### src/rtl/gwq_pkg.sv
package gwq_pkg;
  typedef enum logic {
    MODE_LF_QUAL = 1'b0,
    MODE_HF_PASS = 1'b1
  } gwq_mode_e;
endpackage

### src/rtl/gwq_sync.sv
module gwq_sync #(
  parameter int STAGES = 2
) (
  input  logic clk,
  input  logic rst_n,
  input  logic d_i,
  output logic q_o
);
  logic [STAGES-1:0] chain_q;

  always_ff @(posedge clk or negedge rst_n) begin
    if (!rst_n) chain_q[0] <= 1'b0;
    else        chain_q[0] <= d_i;
  end

  for (genvar g = 1; g < STAGES; g++) begin : g_stage
    always_ff @(posedge clk or negedge rst_n) begin
      if (!rst_n) chain_q[g] <= 1'b0;
      else        chain_q[g] <= chain_q[g-1];
    end
  end

  assign q_o = chain_q[STAGES-1];

  // the output stage carries the previous stage forward by one edge
  if (STAGES > 1) begin : g_chk
    a_r5_stage_shift: assert property (@(posedge clk) disable iff (!rst_n)
      $past(rst_n) |-> (chain_q[STAGES-1] == $past(chain_q[STAGES-2])));
  end
endmodule

### src/rtl/gwq_width_counter.sv
module gwq_width_counter #(
  parameter int CYCLES_PER_BIT = 8,
  localparam int SAT = CYCLES_PER_BIT + 1,
  localparam int CW  = $clog2(SAT + 1)
) (
  input  logic clk,
  input  logic rst_n,
  input  logic level_i,
  output logic qual_o
);
  logic [CW-1:0] cnt_q;
  logic          at_sat;

  assign at_sat = (cnt_q == CW'(SAT));

  always_ff @(posedge clk or negedge rst_n) begin
    if (!rst_n)        cnt_q <= '0;
    else if (!level_i) cnt_q <= '0;
    else if (!at_sat)  cnt_q <= cnt_q + 1'b1;
  end

  // count = completed high cycles before this one; qualify when > one bit
  assign qual_o = level_i && (cnt_q >= CW'(CYCLES_PER_BIT));

  a_r1_cnt_reset: assert property (@(posedge clk) !rst_n |=> (cnt_q == '0));
  a_r6_no_overflow: assert property (@(posedge clk) disable iff (!rst_n)
    cnt_q <= CW'(SAT));
  a_r6_sat_hold: assert property (@(posedge clk) disable iff (!rst_n)
    (at_sat && level_i) |=> (cnt_q == CW'(SAT)));
  a_r7_clear_on_low: assert property (@(posedge clk) disable iff (!rst_n)
    !level_i |=> (cnt_q == '0));
  a_r4_drop_with_level: assert property (@(posedge clk) disable iff (!rst_n)
    $fell(qual_o) |-> !level_i);
endmodule

### src/rtl/gwq_out_sel.sv
module gwq_out_sel
  import gwq_pkg::*;
(
  input  logic      clk,
  input  logic      rst_n,
  input  gwq_mode_e mode_i,
  input  logic      level_i,
  input  logic      qual_i,
  output logic      gap_o
);
  always_comb begin
    unique case (mode_i)
      MODE_HF_PASS: gap_o = level_i;
      default:      gap_o = qual_i;
    endcase
  end

  a_r3_lf_needs_level: assert property (@(posedge clk) disable iff (!rst_n)
    (mode_i == MODE_LF_QUAL && gap_o) |-> level_i);
endmodule

### src/rtl/gap_width_qual.sv
module gap_width_qual
  import gwq_pkg::*;
#(
  parameter int CYCLES_PER_BIT = 8,
  parameter int SYNC_STAGES    = 2
) (
  input  logic clk,
  input  logic rst_n,
  input  logic raw_gap_i,
  input  logic hf_mode_i,
  output logic gap_o
);
  logic      lvl;
  logic      qual;
  gwq_mode_e mode;

  assign mode = gwq_mode_e'(hf_mode_i);

  gwq_sync #(.STAGES(SYNC_STAGES)) u_sync (
    .clk(clk), .rst_n(rst_n), .d_i(raw_gap_i), .q_o(lvl)
  );

  gwq_width_counter #(.CYCLES_PER_BIT(CYCLES_PER_BIT)) u_cnt (
    .clk(clk), .rst_n(rst_n), .level_i(lvl), .qual_o(qual)
  );

  gwq_out_sel u_sel (
    .clk(clk), .rst_n(rst_n), .mode_i(mode),
    .level_i(lvl), .qual_i(qual), .gap_o(gap_o)
  );

  a_r1_idle_after_reset: assert property (@(posedge clk) !rst_n |=> !gap_o);
  a_r4_fall_follows_level: assert property (@(posedge clk) disable iff (!rst_n)
    !lvl |-> !gap_o);
endmodule

### config.mk
export PLATFORM = sky130hd
export DESIGN_NAME = gap_width_qual
export DESIGN_NICKNAME = d
export VERILOG_FILES = /design/src/rtl/gwq_pkg.sv /design/src/rtl/gwq_sync.sv /design/src/rtl/gwq_width_counter.sv /design/src/rtl/gwq_out_sel.sv /design/src/rtl/gap_width_qual.sv
export SDC_FILE = /design/constraint.sdc
export NUM_CORES = 1
export LEC_CHECK = 0
export ABC_AREA = 1
export BUFFER_PORTS_ARGS = -buffer_cell sky130_fd_sc_hd__buf_4
export CAP_MARGIN = 10
export CORE_AREA = 3 3 40 42
export CTS_CLUSTER_SIZE = 16
export DETAILED_ROUTE_END_ITERATION = 10
export DIE_AREA = 0 0 43 45
export PLACE_DENSITY = 0.44
export SYNTH_ARGS = -nofsm -noshare
export SYNTH_HDL_FRONTEND = slang
export SYNTH_SLANG_ARGS = --single-unit
### constraint.sdc
create_clock -name clk -period 1 [get_ports clk]
set_input_delay 0.2 -clock clk [delete_from_list [all_inputs] [get_ports clk]]
set_output_delay 0.2 -clock clk [all_outputs]
set_load 0.005 [all_outputs]
==> results list <==
* # clock sinks: 6
- For this run the aggregate overflow at the end of global routing stands at 0.
- Count of distinct cell types in the synthesized netlist: 7
- Yosys warning count: 0
- Final GP Congestion: 0.6606
- The sequential cells in the finished layout cover a total of 151.4 um2.
* CTS tree: done
- Fin crit period: between 1 and 1.5 ns
- Worst setup EP type: primary output
- Post-synth top flop: dfrtp_1
* Cell taking the most area after synthesis: dfrtp_1
* Initial cell density of the core: 22.88%
- The worst path uses 108.5% of the clock period.
- Routed wire per std cell: 8.541 um
- 0 antenna diodes ended up in the layout.
* Endpoint, Worst Hold: u_sync.chain_q[0]
- The worst register-to-register path begins at u_cnt.cnt_q[1].
- The first global-routing pass estimated between 800 and 900 um of wire.
* Crit Path Category: reg2out
- Flop-to-flop setup slack: roughly 0.010 ns
* Slew headroom: between 80 and 90%
- In the final layout, the multi-input gates occupy about 170 um2.
- By instance count, the leading cell after synthesis is nand2_1.
- The tool flagged a number of max-cap violations equal to 0.
- Global routing used under 10% of the available tracks.
- From synthesis to final layout, the design area changed by 56.60%.
- Area enclosed by the die boundary: between 1500 and 2000 um2
- Worst endpoint data arrival time: 0.89 ns
- Once placement completed, the tool counted placed cells totaling 55.
- Counting instances, the worst hold path has a depth of 1.
- Wires add up to roughly 520 um.
- Final Max Slew Viols: 0
* Worst hold path type: in2reg
* Maximum number of pins on one net before global-route repair: 7
- Inserted Clock Buffers: 3
- For the worst flop-to-flop path, the logic depth is 6.
- In the post-route analysis, the smallest setup slack over all paths is -0.08506 ns.
- Setup violations remaining at the end of the flow were counted as 1.
- The final reports fail on negative setup slack.
- The synthesized design devotes to its leading area cell type between 50% and 60% of total area.
- The floorplan step set the die width to 43 um.
- Ports placed on the boundary: 5
- Reg clk slew, reported paths: around 0.04 ns
- Detailed Routing Iterations Pass 1: 2
* Lkg Pwr: roughly 0.00022 uW
* Status: finished, violations left
* Post-route DRC violation count: 0
- Count of routing violations after the opening detailed-route iteration: 1
- Based on the critical path, the design can be clocked at up to just over 900 MHz.
- Final cell count without fillers: a little over 60
- Number of global-route vias before repair: between 200 and 250
- The core region is 1285 um2.
* Maximum number of buffers from clock root to sink: 2
* Net count after synthesis: between 40 and 50
* Power density of the placed cells: between 1000 and 1500 nW/um2
- Asr flop ratio synth: 100.0%
- Row generation in the floorplan step produced 13 rows.
* DP Wirelength: 386 um
- Counting flops with a built-in enable in the synthesized netlist gives 0.
- Measured along the y axis, the die boundary spans about 45 um.
- Number of synthesized register bits: 6
* Setup WS pre-CTS: -0.03346 ns
* Clock latency on the worst-skew pair: approximately 0.24 ns
- In the final design database the tool counted 55 nets.
- PortBufs: 4
* Top cell types by occurrence after synthesis: nand2_1 (8), dfrtp_1 (6), inv_1 (6), nand3_1 (6), nor2_1 (4)
- Post-Route Setup TNS: -0.08506 ns
- At the worst endpoint, the required time is 0.80 ns.
* Number of filler instances in the final layout: approximately 140
* Worst Setup Start Kind: flip-flop
- For the pin with the worst max-slew slack, the measured transition is approximately 0.17 ns.
* Average size of a mapped cell: between 8 and 9 um2
* VDD IR-drop max: 0.4489 mV
- The count of endpoints failing hold in the final timing report was 0.
* Netlist area before placement: between 200 and 300 um2
- Fraction of the yosys area taken by sequential cells: just over 50%
* Synthesized instance count: 34
- In this run the number of H-tree levels came out at 1.
- Summing over every cut layer, the via total after detailed routing is 240.
- Layout cells sized above 1: 47.83%
- The detail route stage leaves a number of antenna-violating nets equal to 0.
- The tree is rooted in a clkbuf_4.
- Vias per Instance: 3.934
* Max Clock Skew: about 0.0012 ns
- Reg-to-reg endpoint: u_cnt.cnt_q[1]
- The number of antenna violations at the first check in global routing came to 0.
- CP max FO: 3
- In the post-synthesis netlist, the biggest area contributors are dfrtp_1 (51%), ha_1 (13%), nand3_1 (10%).
- Hold path start: raw_gap_i
* Setup repair after global routing missed its margin: true
[flip-flops by register name, summed over array words and instances, names as in the netlist]
name	count
u_cnt.cnt_q	4
u_sync.chain_q	1
u_sync.q_o	1
[kinds of logic (layout without fill, tap and decap cells)]
group | count (synthesis) | in the layout | synth area share [%]
simple gates | 18 | 18 | 25.53
flops | 6 | 6 | 51.06
buf+inv | 6 | 18 | 7.659
fa+ha+maj | 3 | 3 | 12.77
xor+xnor | 1 | 1 | 2.979
[cells in the final DEF, fill, tap and decap left out, drive strengths merged]
cell type	n
nand3	6
ha	3
clkbuf	3
xnor2	1
nand2	8
dlygate4sd3	1
inv	6
buf	8
nor2	4
dfrtp	6
[power by group]
group | leakage [uW] | switching [uW] | internal (uW)
Combinational | 0.000135 | 44.6 | 52.0
Sequential | 0.0000754 | 15.8 | 259
Clock | 0.0000138 | 76.5 | 135
Total | 0.000224 | 137 | 446
[per-layer routing]
layer  vias to the layer above  GRT usage (%)  wire length, um
met5                         -              0                0
met4                         0          5.422                0
met3                         0          1.594               20
met2                         4          10.18              269
met1                       109          5.911              232
li1                        127              -                -
[worst max-delay path, cell delays in order, from the launching register on]
cell and delay [ns]:
dfrtp_1 0.39, nand2_1 0.09, nand2_1 0.06, buf_6 0.11
[how the worst max path moves through the flow]
stage	to	slack [ns]	startpoint
2_1_floorplan	u_cnt.cnt_q[1]	0.05	u_cnt.cnt_q[0]
3_3_place_gp	u_cnt.cnt_q[1]	-0.02	u_cnt.cnt_q[0]
3_5_place_dp	u_cnt.cnt_q[1]	-0.03	u_cnt.cnt_q[0]
4_1_cts	gap_o	-0.1	u_sync.q_o
5_1_grt	gap_o	-0.14	u_sync.q_o
6_report	gap_o	-0.09	u_sync.q_o
[final cells by class]
| cell class | count | area share [%] |
|---|---|---|
| sequential | 6 | 32.88 |
| multi-input combinational | 22 | 37.23 |
| clock buffer | 3 | 4.891 |
| inverter | 6 | 4.891 |
| tap | 15 | 4.076 |
| timing repair buffer | 9 | 16.03 |
[through the flow]
step                      power (uW)  utilization, %  hold WS [ns]  instance area [um2]
after global routing           625.2           35.83       0.05444                460.4
after global placement         336.4           27.85      0.006501                357.8
after detailed placement       337.8           27.85      0.008470                357.8
after floorplan                303.4               -      -0.09559                294.0
final                          582.5           35.83       0.07119                460.4
after CTS                      574.8           32.33       0.05990                415.4
[repair_timing]
item                       in CTS  in global routing
setup endpoints to repair       4                  4
cloned                          0                  0
buffers inserted                2                  0
hold buffers                    1                  0
pin swaps                       5                 11
hold endpoints to repair        6                  0
resized for setup               6                  8
Note: power is estimated with default switching activity, not from simulation.
